**src/rtl/ioc_regfile_pkg.sv**
```systemverilog
package ioc_regfile_pkg;

    localparam int unsigned OFF_W = 5;

    // Word offsets of the register map
    localparam logic [OFF_W-1:0] OFF_FLASH_WP  = 5'h00;
    localparam logic [OFF_W-1:0] OFF_BOOT_SIZE = 5'h01;
    localparam logic [OFF_W-1:0] OFF_WATCHDOG  = 5'h02;
    localparam logic [OFF_W-1:0] OFF_MB_EE     = 5'h03;
    localparam logic [OFF_W-1:0] OFF_PRESENCE  = 5'h05;
    localparam logic [OFF_W-1:0] OFF_NM_EE     = 5'h06;
    localparam logic [OFF_W-1:0] OFF_MGMT_ACK  = 5'h08;
    localparam logic [OFF_W-1:0] OFF_EXT_ACK   = 5'h09;
    localparam logic [OFF_W-1:0] OFF_IO_MASK   = 5'h0A;
    localparam logic [OFF_W-1:0] OFF_PLAT_ID   = 5'h0C;
    localparam logic [OFF_W-1:0] OFF_ENV       = 5'h0E;
    localparam logic [OFF_W-1:0] OFF_NET_S1    = 5'h10;
    localparam logic [OFF_W-1:0] OFF_NET_S0    = 5'h11;
    localparam logic [OFF_W-1:0] OFF_NET_S3    = 5'h12;
    localparam logic [OFF_W-1:0] OFF_NET_S2    = 5'h13;

    // Fixed read values
    localparam logic [15:0] VAL_FLASH_WP  = 16'h00FF;
    localparam logic [15:0] VAL_BOOT_SIZE = 16'h1000;
    localparam logic [15:0] VAL_ENV       = 16'h0021;

    // Interrupt source indices
    localparam int unsigned IRQ_MGMT = 0;
    localparam int unsigned IRQ_EXT  = 1;
    localparam int unsigned IRQ_N    = 2;

    typedef enum logic [0:0] {
        ST_IDLE = 1'b0,
        ST_RESP = 1'b1
    } bus_state_e;

endpackage

```
**src/rtl/ioc_bus_fsm.sv**
```systemverilog
module ioc_bus_fsm
    import ioc_regfile_pkg::*;
#(
    parameter int unsigned DATA_W = 16
) (
    input  logic              clk,
    input  logic              rst_n,
    input  logic              rd_strobe,
    input  logic [DATA_W-1:0] rd_word,
    output logic              rd_valid,
    output logic [DATA_W-1:0] rd_data
);

    bus_state_e state_q, state_d;

    // Next-state logic: TR_ACCEPT, TR_RETIRE, TR_HOLD
    always_comb begin
        state_d = state_q;
        unique case (state_q)
            ST_IDLE: state_d = rd_strobe ? ST_RESP : ST_IDLE;
            ST_RESP: state_d = rd_strobe ? ST_RESP : ST_IDLE;
            default: state_d = ST_IDLE;
        endcase
    end

    // State register
    always_ff @(posedge clk) begin
        if (!rst_n) state_q <= ST_IDLE;
        else        state_q <= state_d;
    end

    // Output register: capture read word on the strobe
    always_ff @(posedge clk) begin
        if (!rst_n)         rd_data <= '0;
        else if (rd_strobe) rd_data <= rd_word;
    end

    assign rd_valid = (state_q == ST_RESP);

    // a read strobe is answered in the next cycle
    p_resp_follows_read_r1: assert property (@(posedge clk) disable iff (!rst_n)
        rd_strobe |=> rd_valid);
    // no valid without a preceding read strobe
    p_no_spurious_valid_r1: assert property (@(posedge clk) disable iff (!rst_n)
        !rd_strobe |=> !rd_valid);
    // captured data matches the word offered at the strobe
    p_data_captured_r1: assert property (@(posedge clk) disable iff (!rst_n)
        rd_strobe |=> (rd_data == $past(rd_word)));

endmodule

```
**src/rtl/ioc_irq_ack.sv**
```systemverilog
module ioc_irq_ack #(
    parameter int unsigned N_SRC = 2
) (
    input  logic             clk,
    input  logic             rst_n,
    input  logic [N_SRC-1:0] set_evt,
    input  logic [N_SRC-1:0] ack_rd,
    output logic [N_SRC-1:0] pend
);

    for (genvar i = 0; i < N_SRC; i++) begin : g_src
        always_ff @(posedge clk) begin
            if (!rst_n)          pend[i] <= 1'b0;
            else if (set_evt[i]) pend[i] <= 1'b1;   // new event wins
            else if (ack_rd[i])  pend[i] <= 1'b0;
        end

        // an event always leaves the request pending
        p_set_wins_r7: assert property (@(posedge clk) disable iff (!rst_n)
            set_evt[i] |=> pend[i]);
        // acknowledge without event clears the request
        p_ack_clears_r8: assert property (@(posedge clk) disable iff (!rst_n)
            (ack_rd[i] && !set_evt[i]) |=> !pend[i]);
        // request holds when neither event nor acknowledge
        p_pend_stable_r7: assert property (@(posedge clk) disable iff (!rst_n)
            (!ack_rd[i] && !set_evt[i]) |=> $stable(pend[i]));
    end

endmodule

```
**src/rtl/ioc_ee_pins.sv**
```systemverilog
module ioc_ee_pins #(
    parameter int unsigned DATA_W  = 16,
    parameter int unsigned CS_BIT  = 0,
    parameter int unsigned CLK_BIT = 1,
    parameter int unsigned DI_BIT  = 2,
    parameter int unsigned DO_BIT  = 3
) (
    input  logic              clk,
    input  logic              rst_n,
    input  logic              wr,
    input  logic [DATA_W-1:0] wdata,
    input  logic              ee_do,
    output logic              ee_cs,
    output logic              ee_clk,
    output logic              ee_di,
    output logic [DATA_W-1:0] rd_bits
);

    logic unused_wdata_bits;
    assign unused_wdata_bits = ^wdata;

    always_ff @(posedge clk) begin
        if (!rst_n) begin
            ee_cs  <= 1'b0;
            ee_clk <= 1'b0;
            ee_di  <= 1'b0;
        end else if (wr) begin
            ee_cs  <= wdata[CS_BIT];
            ee_clk <= wdata[CLK_BIT];
            ee_di  <= wdata[DI_BIT];
        end
    end

    always_comb begin
        rd_bits          = '0;
        rd_bits[CS_BIT]  = ee_cs;
        rd_bits[CLK_BIT] = ee_clk;
        rd_bits[DI_BIT]  = ee_di;
        rd_bits[DO_BIT]  = ee_do;
    end

    // pins follow the written bits
    p_pins_follow_write_r6: assert property (@(posedge clk) disable iff (!rst_n)
        wr |=> (ee_cs == $past(wdata[CS_BIT])) && (ee_clk == $past(wdata[CLK_BIT]))
               && (ee_di == $past(wdata[DI_BIT])));
    // pins hold without a write
    p_pins_hold_r10: assert property (@(posedge clk) disable iff (!rst_n)
        !wr |=> $stable({ee_cs, ee_clk, ee_di}));

endmodule

```
**src/rtl/ioc_regfile.sv**
```systemverilog
module ioc_regfile
    import ioc_regfile_pkg::*;
#(
    parameter int unsigned DATA_W       = 16,
    parameter int unsigned SLOTS        = 4,
    parameter int unsigned MASK_W       = 8,
    parameter int unsigned NET_W        = 32,
    parameter logic [2:0]  CHASSIS_CODE = 3'd4
) (
    input  logic              clk,
    input  logic              rst_n,
    input  logic              req_valid,
    input  logic              req_write,
    input  logic [OFF_W-1:0]  req_addr,
    input  logic [DATA_W-1:0] req_wdata,
    output logic              rd_valid,
    output logic [DATA_W-1:0] rd_data,
    input  logic [SLOTS-1:0]  slot_present,
    input  logic [NET_W-1:0]  net_irq_stat,
    input  logic              mgmt_evt,
    input  logic              ext_evt,
    output logic              mgmt_irq,
    output logic              ext_irq,
    output logic              mb_ee_cs,
    output logic              mb_ee_clk,
    output logic              mb_ee_di,
    input  logic              mb_ee_do,
    output logic              nm_ee_cs,
    output logic              nm_ee_clk,
    output logic              nm_ee_di,
    input  logic              nm_ee_do,
    output logic [1:0]        nm_slot
);

    localparam int unsigned NIB_W   = 4;
    localparam int unsigned BYTE_W  = 8;
    localparam int unsigned PLAT_LO = 5;

    logic rd_strobe, wr_strobe;
    assign rd_strobe = req_valid && !req_write;
    assign wr_strobe = req_valid &&  req_write;

    // ---------------- presence word (active low, one bit per slot per nibble)
    logic [DATA_W-1:0] presence;
    for (genvar b = 0; b < DATA_W; b++) begin : g_pres
        if ((b % NIB_W) < SLOTS) begin : g_slot
            assign presence[b] = ~slot_present[b % NIB_W];
        end else begin : g_empty
            assign presence[b] = 1'b1;
        end
    end

    // ---------------- I/O mask and module EEPROM slot select
    logic [MASK_W-1:0] io_mask_q;
    always_ff @(posedge clk) begin
        if (!rst_n)                                     io_mask_q <= '0;
        else if (wr_strobe && req_addr == OFF_IO_MASK)  io_mask_q <= req_wdata[MASK_W-1:0];
    end

    always_ff @(posedge clk) begin
        if (!rst_n)                                   nm_slot <= '0;
        else if (wr_strobe && req_addr == OFF_NM_EE)  nm_slot <= req_wdata[1:0];
    end

    // ---------------- EEPROM pin sets
    logic [DATA_W-1:0] mb_bits, nm_bits;

    ioc_ee_pins #(
        .DATA_W(DATA_W), .CS_BIT(0), .CLK_BIT(1), .DI_BIT(2), .DO_BIT(3)
    ) u_mb_ee (
        .clk(clk), .rst_n(rst_n),
        .wr(wr_strobe && req_addr == OFF_MB_EE),
        .wdata(req_wdata), .ee_do(mb_ee_do),
        .ee_cs(mb_ee_cs), .ee_clk(mb_ee_clk), .ee_di(mb_ee_di),
        .rd_bits(mb_bits)
    );

    ioc_ee_pins #(
        .DATA_W(DATA_W), .CS_BIT(4), .CLK_BIT(2), .DI_BIT(6), .DO_BIT(7)
    ) u_nm_ee (
        .clk(clk), .rst_n(rst_n),
        .wr(wr_strobe && req_addr == OFF_NM_EE),
        .wdata(req_wdata), .ee_do(nm_ee_do),
        .ee_cs(nm_ee_cs), .ee_clk(nm_ee_clk), .ee_di(nm_ee_di),
        .rd_bits(nm_bits)
    );

    // ---------------- clear-on-read interrupt requests
    logic [IRQ_N-1:0] irq_set, irq_ack, irq_pend;
    assign irq_set[IRQ_MGMT] = mgmt_evt;
    assign irq_set[IRQ_EXT]  = ext_evt;
    assign irq_ack[IRQ_MGMT] = rd_strobe && (req_addr == OFF_MGMT_ACK);
    assign irq_ack[IRQ_EXT]  = rd_strobe && (req_addr == OFF_EXT_ACK);

    ioc_irq_ack #(.N_SRC(IRQ_N)) u_irq (
        .clk(clk), .rst_n(rst_n),
        .set_evt(irq_set), .ack_rd(irq_ack), .pend(irq_pend)
    );
    assign mgmt_irq = irq_pend[IRQ_MGMT];
    assign ext_irq  = irq_pend[IRQ_EXT];

    // ---------------- read multiplexer
    logic [DATA_W-1:0] rd_word;
    logic              rd_hit;
    always_comb begin
        rd_word = '0;
        rd_hit  = 1'b1;
        unique case (req_addr)
            OFF_FLASH_WP:  rd_word = VAL_FLASH_WP;
            OFF_BOOT_SIZE: rd_word = VAL_BOOT_SIZE;
            OFF_WATCHDOG:  rd_word = '0;
            OFF_MB_EE:     rd_word = mb_bits;
            OFF_PRESENCE:  rd_word = presence;
            OFF_NM_EE:     rd_word = nm_bits | {{(DATA_W-2){1'b0}}, nm_slot};
            OFF_MGMT_ACK:  rd_word = '0;
            OFF_EXT_ACK:   rd_word = '0;
            OFF_IO_MASK:   rd_word = {{(DATA_W-MASK_W){1'b0}}, io_mask_q};
            OFF_PLAT_ID:   rd_word = {{(DATA_W-PLAT_LO-3){1'b0}}, CHASSIS_CODE, {PLAT_LO{1'b0}}};
            OFF_ENV:       rd_word = VAL_ENV;
            OFF_NET_S1:    rd_word = {{(DATA_W-BYTE_W){1'b0}}, net_irq_stat[31:24]};
            OFF_NET_S0:    rd_word = {{(DATA_W-BYTE_W){1'b0}}, net_irq_stat[23:16]};
            OFF_NET_S3:    rd_word = {{(DATA_W-BYTE_W){1'b0}}, net_irq_stat[15:8]};
            OFF_NET_S2:    rd_word = {{(DATA_W-BYTE_W){1'b0}}, net_irq_stat[7:0]};
            default: begin
                rd_word = '0;
                rd_hit  = 1'b0;
            end
        endcase
    end

    ioc_bus_fsm #(.DATA_W(DATA_W)) u_fsm (
        .clk(clk), .rst_n(rst_n),
        .rd_strobe(rd_strobe), .rd_word(rd_word),
        .rd_valid(rd_valid), .rd_data(rd_data)
    );

    // reads outside the map return zero
    p_unmapped_zero_r10: assert property (@(posedge clk) disable iff (!rst_n)
        (rd_strobe && !rd_hit) |=> (rd_data == '0));
    // mask takes the written low byte
    p_mask_write_r4: assert property (@(posedge clk) disable iff (!rst_n)
        (wr_strobe && req_addr == OFF_IO_MASK) |=> (io_mask_q == $past(req_wdata[MASK_W-1:0])));
    // slot select latched on a module EEPROM write
    p_slot_latch_r5: assert property (@(posedge clk) disable iff (!rst_n)
        (wr_strobe && req_addr == OFF_NM_EE) |=> (nm_slot == $past(req_wdata[1:0])));
    // acknowledge reads return zero
    p_ack_reads_zero_r7: assert property (@(posedge clk) disable iff (!rst_n)
        (|irq_ack) |=> (rd_data == '0));

endmodule

```
**config.mk**
```make
export PLATFORM = sky130hd
export DESIGN_NAME = ioc_regfile
export DESIGN_NICKNAME = d
export VERILOG_FILES = /design/src/rtl/ioc_regfile_pkg.sv /design/src/rtl/ioc_bus_fsm.sv /design/src/rtl/ioc_irq_ack.sv /design/src/rtl/ioc_ee_pins.sv /design/src/rtl/ioc_regfile.sv
export SDC_FILE = /design/constraint.sdc
export NUM_CORES = 1
export LEC_CHECK = 0
export ABC_AREA = 1
export BUFFER_PORTS_ARGS = -buffer_cell sky130_fd_sc_hd__clkbuf_2
export CORE_MARGIN = 2
export CORE_UTILIZATION = 32
export DETAILED_ROUTE_END_ITERATION = 16
export HOLD_SLACK_MARGIN = 0.12
export SLEW_MARGIN = 10
export SYNTH_ARGS = -nofsm -noshare
export SYNTH_HDL_FRONTEND = slang
export SYNTH_SLANG_ARGS = --single-unit
```
**constraint.sdc**
```tcl
create_clock -name clk -period 1.7 [get_ports clk]
set_clock_uncertainty 0.05 [all_clocks]
set_input_delay 0.34 -clock clk [delete_from_list [all_inputs] [get_ports clk]]
set_output_delay 0.34 -clock clk [all_outputs]
set_load 0.005 [all_outputs]
```
==> key figures <==
Floorplan
  – Core area: 0.005574 mm²
  – Site Rows: 27
  – Die height: 80.36 µm
  – DIE AREA: 0.006457 mm²
  – Initial core utilization: 0.3347
  – Die width: 80.36 µm
  – Number of I/O pins: 92

Critical path
  – Critical path arrival: 1520 ps
  – Worst Path Buf+Inv: 3
  – R2R cell count: 6
  – CP startpoint kind: input port
  – Worst Path Max Fanout: 5
  – Worst Path Required: 1860 ps
  – CP Capture Type: flop
  – Critical path's largest stage delay: 230 ps
  – CP top delay family: simple AND/OR/NAND/NOR gates
  – Critical path's slowest cell: nor2_2
  – Critical Path, Cell by Cell: clkbuf_2 -> inv_2 -> nand2_1 -> nor2_2 -> nand2_1 -> nand2_1 -> inv_1 -> nand3_1 -> nand2_1 -> a21oi_1
  – R2R Path Start: u_mb_ee.ee_di
  – Capture point of the worst reg-to-reg path: u_fsm.rd_data[2]
  – Kind of critical path: in2reg
  – Crit-path most repeated cell: nand2_1
  – Reg2Reg Setup Slack: 720 ps

Timing
  – Endpoints failing setup: 0
  – Slew HR: 0.7684
  – Setup Total Neg Slack: 0 ps
  – Final min period: 1363 ps
  – Max-slew violations: 0
  – Final worst-path cycle share: 0.8016
  – Achievable Freq: 733.8 MHz
  – Worst Tran Pin Value: 347.1 ps
  – Fin. Hold Viols: 0
  – Unrepaired setup endpoints after global routing: false

Min path
  – Hold Path End: u_irq.pend[1]
  – Hold/Removal Path Class: in2reg
  – Hold Crit Depth: 3
  – Min-delay src: ext_evt

Placement
  – Final HPWL DP: 4549 µm
  – Placed cell count: 453
  – # port buffers: 83
  – Placer Congestion: 0.8477

Yosys
  – Syn nets: 362
  – Simple-Gate Fraction of Synth Area: 0.4487
  – Yosys top cell by area: dfxtp_1
  – Complex-gate fraction of the synthesized area: 0.1140
  – Ys Warns: 0
  – Largest cells by area after synthesis: dfxtp_1, nand2_1, a21oi_1, nand3_1, nor2_1
  – Post-Synthesis Cells: 297
  – FF+latch count, synth: 32
  – Avg Cell Area, Syn: 6.281 µm²
  – Yosys cell types: 19
  – Mux contribution to synthesized area: 0
  – Synth Area in Adders: 0
  – Netlist Area Pre-Place: 0.001866 mm²
  – Yosys top cell area share: 0.3434
  – Seq/Total Area, Yosys: 0.3434
  – Largest family of logic cells by synthesized area: simple AND/OR/NAND/NOR gates
  – XOR/XNOR share of the synthesized area: 0

Power and ir drop
  – Clock power frac: 0.374
  – Logic gate share of total power: 0.158
  – Leakage: 1.275 nW
  – Int Pwr: 1.237 mW
  – Flop pwr share: 0.468
  – Power, Total: 1.657 mW
  – Switching Share: 0.2532
  – PD cells: 660.0 mW/mm²
  – VDD IR max: 0.0003820 V
  – P_sw: 419.4 µW

GRT
  – Vias in the first global route: 2006
  – First-pass GRT wire length: 9114 µm
  – Initial antenna violation count: 0
  – Total track usage: 0.1857
  – Largest net degree at the start of global routing: 22
  – GRT Residual Overflow: 0

Final layout
  – Final std cells w/o fill: 460
  – Most frequent cells in the layout: nand2_1, clkbuf_2, dfxtp_1, nor2_1, a21oi_1
  – Fillers: 626
  – Commonest non-fill, non-tap cell in the layout: nand2_1
  – P&R area growth vs syn: 34.54%
  – Share of layout cells above drive strength 1: 0.3170
  – NumNets Final: 453
  – Antenna Diode Count: 0

Clock network
  – Worst skew pair latency: 280 ps
  – Resize count post-CTS: 0
  – Clock Path Buffers: 2
  – Reg clk slew, reported paths: 60 ps
  – Setup bufs post-CTS: 0
  – Hold_buf cts: 0
  – H-tree Lvls: 2
  – Clock Sinks: 32
  – Root buffer cell: clkbuf_8
  – CTS tree: yes
  – Num CTS Buffers: 5

Routing
  – Total vias in the final route: 2154
  – 1st-pass router iterations: 4
  – Routed WL: 5649 µm
  – Residual DRC: 0
  – Average via count per standard cell: 4.683
  – Routed length per instance: 12.28 µm
  – Routed Antenna Nets: 0
  – Initial DRC count: 102

Run status
  – Outcome: finished clean

Job
  – Max-cap violation count: 0
flip-flops by register name, summed over array words and instances, names as in the netlist:
| signal | cells |
|---|---|
| u_fsm.rd_data | 13 |
| io_mask_q | 8 |
| nm_slot | 2 |
| u_irq.pend | 2 |
| u_fsm.rd_valid | 1 |
| u_mb_ee.ee_clk | 1 |
| u_mb_ee.ee_cs | 1 |
| u_mb_ee.ee_di | 1 |
| u_nm_ee.ee_clk | 1 |
| u_nm_ee.ee_cs | 1 |
| u_nm_ee.ee_di | 1 |
per-stage QoR:
| step | hold WS, ps | cell area, µm² | utilization | worst slack (ps) |
|---|---|---|---|---|
| after CTS | 229.2 | 2510 | 0.4503 | 357.1 |
| after detailed placement | 398.7 | 2414 | 0.4330 | 69.31 |
| final | 234.8 | 2510 | 0.4503 | 337.3 |
| after global routing | 250.4 | 2510 | 0.4503 | 228.8 |
| after floorplan | 373.9 | 1866 | - | 309.6 |
| after global placement | 389.8 | 2414 | 0.4330 | 113.1 |
kinds of logic (layout without fill, tap and decap cells):
family	count (synthesis)	in the layout
AO/OA/AOI/OAI	41	41
AND/OR/NAND/NOR	184	184
buffers and inverters	40	131
flip-flops	32	32
tightest hold or removal path, cell delays in order:
cell	delay, ps
clkbuf_2	80
inv_1	40
a21oi_1	50
cell usage after synthesis, drive strengths merged:
master	n
clkbuf	6
o21ai	10
nor3	3
inv	28
nand4	15
a21oi	28
nand2	104
buf	6
nand3	24
nor2	38
o31ai	3
dfxtp	32
power by group through the flow:
| stage | Combinational [mW] | Clock [mW] | Sequential [mW] |
|---|---|---|---|
| final | 0.262 | 0.620 | 0.775 |
| after global routing | 0.295 | 0.675 | 0.777 |
| after CTS | 0.263 | 0.640 | 0.775 |
| after detailed placement | 0.262 | 0 | 0.792 |
| after global placement | 0.260 | 0 | 0.792 |
| after floorplan | 0.124 | 0 | 0.792 |
routing by layer:
| layer | vias up | part of all wire | track usage |
|---|---|---|---|
| li1 | 1145 | - | - |
| met1 | 938 | 0.46 | 0.2332 |
| met2 | 60 | 0.46 | 0.3067 |
| met3 | 11 | 0.052 | 0.03708 |
| met4 | 0 | 0.024 | 0.08136 |
| met5 | - | 0 | 0 |
layout make-up:
class	count	area [µm²]	area share
Inverter	28	107.6	0.04287
Timing Repair Buffer	96	525.5	0.2094
Multi-Input combinational cell	225	1050	0.4182
Clock buffer	7	96.34	0.03838
Sequential cell	32	640.6	0.2552
Tap cell	72	90.09	0.03589
worst max path at each step:
stage	startpoint	cells past startpoint	slack, ps	endpoint
after detailed placement	req_addr[1]	10	70	u_fsm.rd_data[0]
after floorplan	req_addr[4]	8	310	io_mask_q[1]
after CTS	req_addr[1]	10	360	u_fsm.rd_data[0]
after global routing	req_addr[3]	10	230	u_fsm.rd_data[0]
after global placement	req_addr[1]	10	110	u_fsm.rd_data[0]
final	req_addr[1]	10	340	u_fsm.rd_data[0]
No activity file was read; power rests on OpenSTA's default activity.
